### config.mk
export PLATFORM = sky130hd
export DESIGN_NAME = vid_ref_slew
export DESIGN_NICKNAME = d
export VERILOG_FILES = /design/src/rtl/vref_pkg.sv /design/src/rtl/vref_interval.sv /design/src/rtl/vref_track.sv /design/src/rtl/vid_ref_slew.sv
export SDC_FILE = /design/constraint.sdc
export NUM_CORES = 1
export LEC_CHECK = 0
export ABC_AREA = 0
export BUFFER_PORTS_ARGS = -buffer_cell sky130_fd_sc_hd__buf_4
export CORE_UTILIZATION = 38
export DETAILED_ROUTE_END_ITERATION = 7
export GPL_ROUTABILITY_DRIVEN = 0
export PLACE_DENSITY = 0.59
export RECOVER_POWER = 100
export SLEW_MARGIN = 20
export SYNTH_ARGS = -nofsm -noshare
export SYNTH_HDL_FRONTEND = slang
export SYNTH_SLANG_ARGS = --single-unit
export TNS_END_PERCENT = 1
### constraint.sdc
create_clock -name clk -period 5.8 [get_ports clk]
set_clock_uncertainty 0.05 [all_clocks]
set_input_delay 1.45 -clock clk [delete_from_list [all_inputs] [get_ports clk]]
set_output_delay 1.45 -clock clk [all_outputs]
set_load 0.01 [all_outputs]
### src/rtl/vref_pkg.sv
package vref_pkg;

  localparam int VID_W = 8;
  localparam int MV_W  = 11;

  typedef enum logic [1:0] {
    CMD_FAST  = 2'd0,
    CMD_SLOW  = 2'd1,
    CMD_DECAY = 2'd2
  } slew_cmd_e;

  // Code 0 is off; code k>0 is 250 mV + 5 mV*(k-1) = 245 + 5k.
  function automatic logic [MV_W-1:0] vid_to_mv(input logic [VID_W-1:0] code);
    logic [MV_W-1:0] w;
    w = MV_W'(code);
    if (code == '0) return '0;
    return (w << 2) + w + MV_W'(245);
  endfunction

  // Folds the 2-bit command field onto the three paces.
  function automatic slew_cmd_e decode_cmd(input logic [1:0] raw);
    case (raw)
      2'd0:    return CMD_FAST;
      2'd2:    return CMD_DECAY;
      default: return CMD_SLOW;
    endcase
  endfunction

endpackage

### src/rtl/vref_interval.sv
module vref_interval
  import vref_pkg::*;
#(
  parameter int IV_W = 8
) (
  input  logic            clk,
  input  logic            rst_n,
  input  logic            restart,
  input  logic            active,
  input  logic            freeze,
  input  slew_cmd_e       mode,
  input  logic [IV_W-1:0] n_fast,
  output logic            step_fire
);

  localparam int CW = IV_W + 3;

  function automatic logic [CW-1:0] interval_limit(input slew_cmd_e m,
                                                   input logic [IV_W-1:0] n);
    logic [CW-1:0] ne;
    ne = (n == '0) ? CW'(1) : CW'(n);
    case (m)
      CMD_FAST:  return ne;
      CMD_DECAY: return ne << 3;
      default:   return ne << 2;
    endcase
  endfunction

  logic [CW-1:0] cnt_q;
  logic [CW-1:0] limit;
  logic          due;

  assign limit     = interval_limit(mode, n_fast);
  assign due       = (cnt_q >= limit - CW'(1));
  assign step_fire = active && !freeze && !restart && due;

  always_ff @(posedge clk) begin
    if (!rst_n)                 cnt_q <= '0;
    else if (restart || !active) cnt_q <= '0;
    else if (freeze)             cnt_q <= cnt_q;
    else if (step_fire)          cnt_q <= '0;
    else                         cnt_q <= cnt_q + CW'(1);
  end

  // a command always restarts the interval count.
  a_r7_restart_clears: assert property (@(posedge clk) disable iff (!rst_n)
    restart |=> (cnt_q == '0));

  // a frozen count neither advances nor fires.
  a_r5_freeze_stalls: assert property (@(posedge clk) disable iff (!rst_n)
    (freeze && active && !restart) |=> $stable(cnt_q));

endmodule

### src/rtl/vref_track.sv
module vref_track
  import vref_pkg::*;
(
  input  logic             clk,
  input  logic             rst_n,
  input  logic             cmd_valid,
  input  logic [1:0]       cmd_kind,
  input  logic [VID_W-1:0] cmd_vid,
  input  logic             step_fire,
  output logic [VID_W-1:0] ref_q,
  output slew_cmd_e        mode_q,
  output logic             active,
  output logic             settled,
  output logic             boost_req
);

  logic [VID_W-1:0] tgt_q;
  logic             going_up;

  assign going_up  = (tgt_q > ref_q);
  assign active    = (tgt_q != ref_q);
  assign settled   = !active;
  assign boost_req = (mode_q == CMD_FAST) && going_up;

  always_ff @(posedge clk) begin
    if (!rst_n) begin
      ref_q  <= '0;
      tgt_q  <= '0;
      mode_q <= CMD_FAST;
    end else if (cmd_valid) begin
      tgt_q  <= cmd_vid;
      mode_q <= decode_cmd(cmd_kind);
    end else if (step_fire) begin
      ref_q  <= going_up ? ref_q + 1'b1 : ref_q - 1'b1;
    end
  end

  // the reference never moves by more than one code per edge.
  a_r10_single_code: assert property (@(posedge clk) disable iff (!rst_n)
    (ref_q == $past(ref_q)) || (ref_q == $past(ref_q) + 1'b1) ||
    (ref_q == $past(ref_q) - 1'b1));

  // the command edge wins over a due step.
  a_r7_cmd_holds_ref: assert property (@(posedge clk) disable iff (!rst_n)
    cmd_valid |=> $stable(ref_q));

  // once settled, the reference stays settled without a command.
  a_r8_settled_sticks: assert property (@(posedge clk) disable iff (!rst_n)
    (settled && !cmd_valid) |=> (settled && $stable(ref_q)));

endmodule

### src/rtl/vid_ref_slew.sv
module vid_ref_slew
  import vref_pkg::*;
#(
  parameter int IV_W = 8
) (
  input  logic             clk,
  input  logic             rst_n,
  input  logic             cmd_valid,
  input  logic [1:0]       cmd_kind,
  input  logic [VID_W-1:0] cmd_vid,
  input  logic [IV_W-1:0]  fast_period,
  input  logic             load_lag,
  output logic [VID_W-1:0] ref_code,
  output logic [MV_W-1:0]  ref_mv,
  output logic             settled,
  output logic             gain_boost
);

  slew_cmd_e mode;
  logic      active;
  logic      step_fire;
  logic      hold_decay;
  logic      boost_req;

  assign hold_decay = load_lag && (mode == CMD_DECAY);

  vref_track u_track (
    .clk       (clk),
    .rst_n     (rst_n),
    .cmd_valid (cmd_valid),
    .cmd_kind  (cmd_kind),
    .cmd_vid   (cmd_vid),
    .step_fire (step_fire),
    .ref_q     (ref_code),
    .mode_q    (mode),
    .active    (active),
    .settled   (settled),
    .boost_req (boost_req)
  );

  vref_interval #(.IV_W(IV_W)) u_interval (
    .clk       (clk),
    .rst_n     (rst_n),
    .restart   (cmd_valid),
    .active    (active),
    .freeze    (hold_decay),
    .mode      (mode),
    .n_fast    (fast_period),
    .step_fire (step_fire)
  );

  assign ref_mv     = vid_to_mv(ref_code);
  assign gain_boost = boost_req;

  // boost never coexists with a settled reference.
  a_r9_no_boost_settled: assert property (@(posedge clk) disable iff (!rst_n)
    settled |-> !gain_boost);

  // a held decay walk keeps the reference still.
  a_r5_decay_hold: assert property (@(posedge clk) disable iff (!rst_n)
    hold_decay |=> $stable(ref_code));

  // code zero reads as zero millivolts.
  a_r2_zero_is_off: assert property (@(posedge clk) disable iff (!rst_n)
    (ref_code == '0) |-> (ref_mv == '0));

endmodule

-- After elaboration in Yosys (flattened, before gate mapping)
Index checks and enable logic that the tools add are counted.
- eq/ne operators: 3
- $lt $le $gt $ge: 2
- bitwise operators: 2
- add/sub/neg operators: 6
- reductions and logical operators: 15
- mux-type cells: 8
- operators with widths (operator ; number):
    $mux W11 ; 3
    $pmux W11 S2 ; 1
    $logic_not A8 Y1 ; 2
    $mux W8 ; 2
    $add A10 B8 Y11 ; 1
    $add A11 B1 Y11 const B ; 1
    $add A11 B8 Y11 const B ; 1
    $ge A11 B11 Y1 ; 1
    $sub A11 B1 Y11 const B ; 1
    $add A8 B1 Y8 const B ; 1
    $gt A8 B8 Y1 ; 1
    $ne A8 B8 Y1 ; 1
    $sub A8 B1 Y8 const B ; 1
    $logic_and A1 B1 Y1 ; 5
    $eq A2 B2 Y1 const B ; 2
    $logic_not A2 Y1 ; 2
    $pmux W2 S2 ; 1
    $logic_not A1 Y1 ; 3
    $not A1 Y1 ; 2
    $reduce_and A2 Y1 ; 1
    $reduce_or A2 Y1 ; 1
    $logic_or A1 B1 Y1 ; 1
    $mux W1 ; 1
- register bits: 29
- input port bits: 22
- word-level logic and storage cells: 40
- output and inout port bits: 21

-- Longest topological paths before layout
- depth in word-level cells: 7
- mapped depth: 15
- gate-level depth less buffers: 14

-- Modules after synthesis
From an unflattened synthesis, not the netlist that was laid out.
- cells, all modules: 347
- area, all modules: 2904.0 µm²
- modules (own cells, without submodules) (module ; cells an instance ; instances ; area each (µm²) ; sequential area each (µm²)):
    vref_track ; 128 ; 1 ; 1189.9 ; 360.3
    vref_interval ; 143 ; 1 ; 1172.4 ; 220.2
    vid_ref_slew ; 76 ; 1 ; 541.8 ; 0.0

-- Worst setup path before layout
OpenSTA, ideal clock, no wires.
- kind: input -> register
- start point: input port fast_period[5]
- end point: register u_interval.cnt_q[10]
- data arrival time: 4405 ps
- stages on the path: 13
- path buffers: 1
- setup time: 64 ps
- slack: 1282 ps
- data required time: 5686 ps
- path through: or4_4 > o41ai_2 > nand2_1 > ha_1 > xor2_1 > ha_1 > a211oi_1 > o21ai_0 > a221oi_1 > o31ai_2 > a21o_1 > buf_2 > nor2_1
- word-level cells in the longest chain between the ends: 7
- ends and longest elaborated chain (element ; line ; text):
    start, declared ; vid_ref_slew.sv:11 ; input logic [IV_W-1:0] fast_period,
    $logic_not A8 Y1 ; vref_interval.sv:21 ; ne = (n == '0) ? CW'(1) : CW'(n);
    $mux W8 (*) ; vref_interval.sv:21 ;
    $pmux W11 S2 (*) ; vref_interval.sv:22 ; case (m)
    $sub A11 B1 Y11 (*) ; vref_interval.sv:34 ; assign due = (cnt_q >= limit - CW'(1));
    $ge A11 B11 Y1 (*) ; vref_interval.sv:34 ;
    $logic_and A1 B1 Y1 (*) ; vref_interval.sv:35 ; assign step_fire = active && !freeze && !restart && due;
    $mux W11 (*) ; vref_interval.sv:41 ; else if (step_fire) cnt_q <= '0;
    end signal, assigned ; vref_interval.sv:40 ; else if (freeze) cnt_q <= cnt_q;
    end signal, assigned ; vref_interval.sv:42 ; else cnt_q <= cnt_q + CW'(1);
    end, declared ; vref_interval.sv:29 ; logic [CW-1:0] cnt_q;
Every way passes the cells marked *; elsewhere a longest branch is shown, timed or not.
A chain may end at the register's enable or synchronous reset.

-- Final worst setup path
- start point: input port fast_period[5]
- end point: register u_interval.cnt_q[5]
Same word-level chain as after synthesis.

==> qor.txt <==
Post-synth EDFFs: 0
Final setup vio count: 0
Tot Pwr: 569.4 uW
Share of layout cells above drive strength 1: 0.1029
Routed wire per std cell: 13.32 um
CP endpoint: u_interval.cnt_q[5]
Xor/xnor share of the synthesized area: 0.07965
FF-to-FF path depth: 14
Max_cap viols: 0
Cell leakage power: 0.001402 uW
Clock power share: 0.384
Hold WC Path Type: register to register
Worst-Margin Slew: 1428 ps
Slew Viols, Final: 0
Metal2 WL: 3.010 mm
Post-synth ARST share: 0
DIE WIDTH: 87.05 um
Top FF cell, synth: dfxtp_1
CTS tree: yes
P&R area growth vs syn: 14.16%
CTS Buffer Depth: 2
Post-DR vias/cell: 5.223
Final worst path period share: 0.8439
Diodes inserted: 0
Arr. time, crit path: 5070 ps
Yosys reg bits: 29
Final wirelength: 6.329 mm
Antenna Nets Post-Route: 0
Fin nets: 443
Critical Path RT: 5980 ps
Root Buffer Master: clkbuf_8
Worst r2r src: u_track.ref_q[1]
Rel. slew slack: 0.03917
Switching Fraction: 0.3093
Core Util, Final: 0.4543
Starting Density: 0.3980
Post-cts resize count: 0
Synth Area in Compound Gates: 0.1916
Most common cell after layout, fill and taps aside: ha_1
Yosys warnings: 0
Internal power: 393.2 uW
Synth Area in Simple Gates: 0.2012
Mapped Area: 2749 um2
First-pass GRT wire length: 10.92 mm
CP endpoint kind: register
R2R Setup Slk: 2000 ps
Post-Synthesis Cells: 335
Final cell count without fillers: 475
Worst-Skew Late Latency: 290 ps
Sequential share of the synthesized area: 0.2112
Die area: 7578 um2
Initial antenna violation count: 0
DRC viols: 0
Top layer reached by signal wires: met4
Setup crit start kind: primary input
Post-Syn Nets: 400
Type of the worst setup path: primary input to register
Vias in the first global route: 2,327
Sequential share of power: 0.369
Core Rows: 30
First-pass DRT Iterations: 4
Hold_buf cts: 0
Adder-Cell Fraction of Synth Area: 0.1985
Setup tns final: 0 ps
Htree depth: 2
WL met1: 3.033 mm
Dpl hpwl: 4.969 mm
Power Density: 181.4 nW/um2
Clock period minus worst slack: 4895 ps
Worst Setup SP: fast_period[5]
Max Fclk: 0.2043 GHz
CTS Sinks: 29
Placed cells: 467
Post-CTS Setup Bufs: 0
Global-route usage over all layers: 0.1813
Io pins: 43
CTS buffer count: 5
Clock-pin transition on the worst setup and hold timing paths: 80 ps
Number of I/O port buffers: 42
Final hold violations: 0
Most frequent cells in the layout: ha_1 (42), nor2_1 (38), dfxtp_1 (29), inv_1 (27), a21oi_1 (25)
VDD IR-drop max: 0.1034 mV
FF-to-FF End: u_track.ref_q[7]
Largest family of logic cells by synthesized area: simple AND/OR/NAND/NOR gates
Initial DRC count: 112
CP Max Fanout: 9
RSZ-0062 raised after global routing: no
Yosys cell types: 59
Remaining Overflow, GRT: 0
Core box area: 6907 um2
Die H: 87.05 um
Syn Area/Cell: 8.206 um2
Status: finished, final reports clean
Sw Pwr: 176.1 uW
Met3 WL: 196 um
Pin count of the biggest net entering global routing: 18
Combinational share of power: 0.247
Mux share of post-synthesis cell area: 0.05508
Via count: 2,481
[worst max-delay path, stage by stage]
cell	delay [ps]
clkbuf_1	110
or4_1	580
o41ai_1	580
nand2_1	180
ha_1	270
xor2_1	170
ha_1	300
a211oi_1	180
o21ai_0	120
a221oi_1	450
o31ai_2	220
a21o_1	320
nor2_1	150
[flip-flops by register name (all words and copies together) (netlist names)]
name,cells
u_interval.cnt_q,11
u_track.tgt_q,8
u_track.ref_q,8
u_track.mode_q,2
[cell usage after synthesis, types with 2 or more instances]
cell | n | area (um2)
dfxtp_1 | 29 | 580.6
nor2b_1 | 5 | 31.28
o31ai_2 | 2 | 25.02
o21ai_0 | 13 | 65.06
a21o_1 | 7 | 52.55
xnor2_1 | 11 | 96.34
a21oi_1 | 25 | 125.1
o211ai_1 | 5 | 37.54
and2_1 | 2 | 12.51
nand3_1 | 13 | 65.06
mux2i_1 | 14 | 140.1
xor2_1 | 14 | 122.6
nor2_1 | 38 | 142.6
inv_1 | 26 | 97.59
nand4_1 | 6 | 37.54
nor3b_1 | 2 | 15.01
and4_1 | 2 | 17.52
ha_1 | 42 | 525.5
a22oi_1 | 2 | 15.01
nand2_1 | 24 | 90.09
o21bai_1 | 2 | 15.01
clkbuf_8 | 2 | 27.53
o21a_1 | 3 | 22.52
a211oi_1 | 2 | 15.01
nor3_1 | 9 | 45.04
nand3b_1 | 2 | 15.01
[power by group through the flow]
| stage | logic (uW) | registers [uW] | clock network (uW) |
|---|---|---|---|
| 2_1_floorplan | 105 | 211 | 0 |
| 3_3_place_gp | 143 | 215 | 0 |
| 3_5_place_dp | 145 | 215 | 0 |
| 4_1_cts | 147 | 210 | 222 |
| 5_1_grt | 159 | 211 | 232 |
| 6_report | 140 | 210 | 219 |
[cell families after synthesis]
family	count (synthesis)
DFF	29
adders and majority gates	43
muxes	15
and+or+nand+nor	112
AOI/OAI and AO/OA	76
xor gates and xnor gates	25
buffers and inverters	35
[routing by layer]
metal,vias to the layer above,GRT usage
li1,1295,-
met1,1137,0.2376
met2,41,0.3064
met3,8,0.03318
met4,0,0.04394
met5,-,0
[area by class of cell]
type | instances | area [um2]
fillers | 746 | 3769
multi-input cells | 271 | 1973
flip-flops and latches | 29 | 580.6
repair buffers | 43 | 244.0
well taps | 96 | 120.1
inverters | 28 | 105.1
clock buffers | 5 | 68.82
clock inverters | 3 | 46.29
[per-stage QoR]
stage          instance area (um2)  setup WS, ps  hold WS (ps)
3_5_place_dp                  3124         841.5         439.8
6_report                      3138         905.4         459.4
5_1_grt                       3138         572.5         478.7
3_3_place_gp                  3124         925.0         432.7
4_1_cts                       3239          1088         456.9
2_1_floorplan                 2749          1282         410.4
[how the worst min path moves through the flow]
stage / startpoint / endpoint / slack (ps) / cells past startpoint
after floorplan: u_track.tgt_q[0] / u_track.tgt_q[0] / 410 / 2
after global placement: u_track.tgt_q[3] / u_track.tgt_q[3] / 430 / 2
after detailed placement: u_track.tgt_q[3] / u_track.tgt_q[3] / 440 / 2
after CTS: u_track.tgt_q[3] / u_track.tgt_q[3] / 460 / 2
after global routing: u_track.tgt_q[4] / u_track.tgt_q[4] / 480 / 2
final: u_track.tgt_q[3] / u_track.tgt_q[3] / 460 / 2
Note: power is estimated with default switching activity, not from simulation.
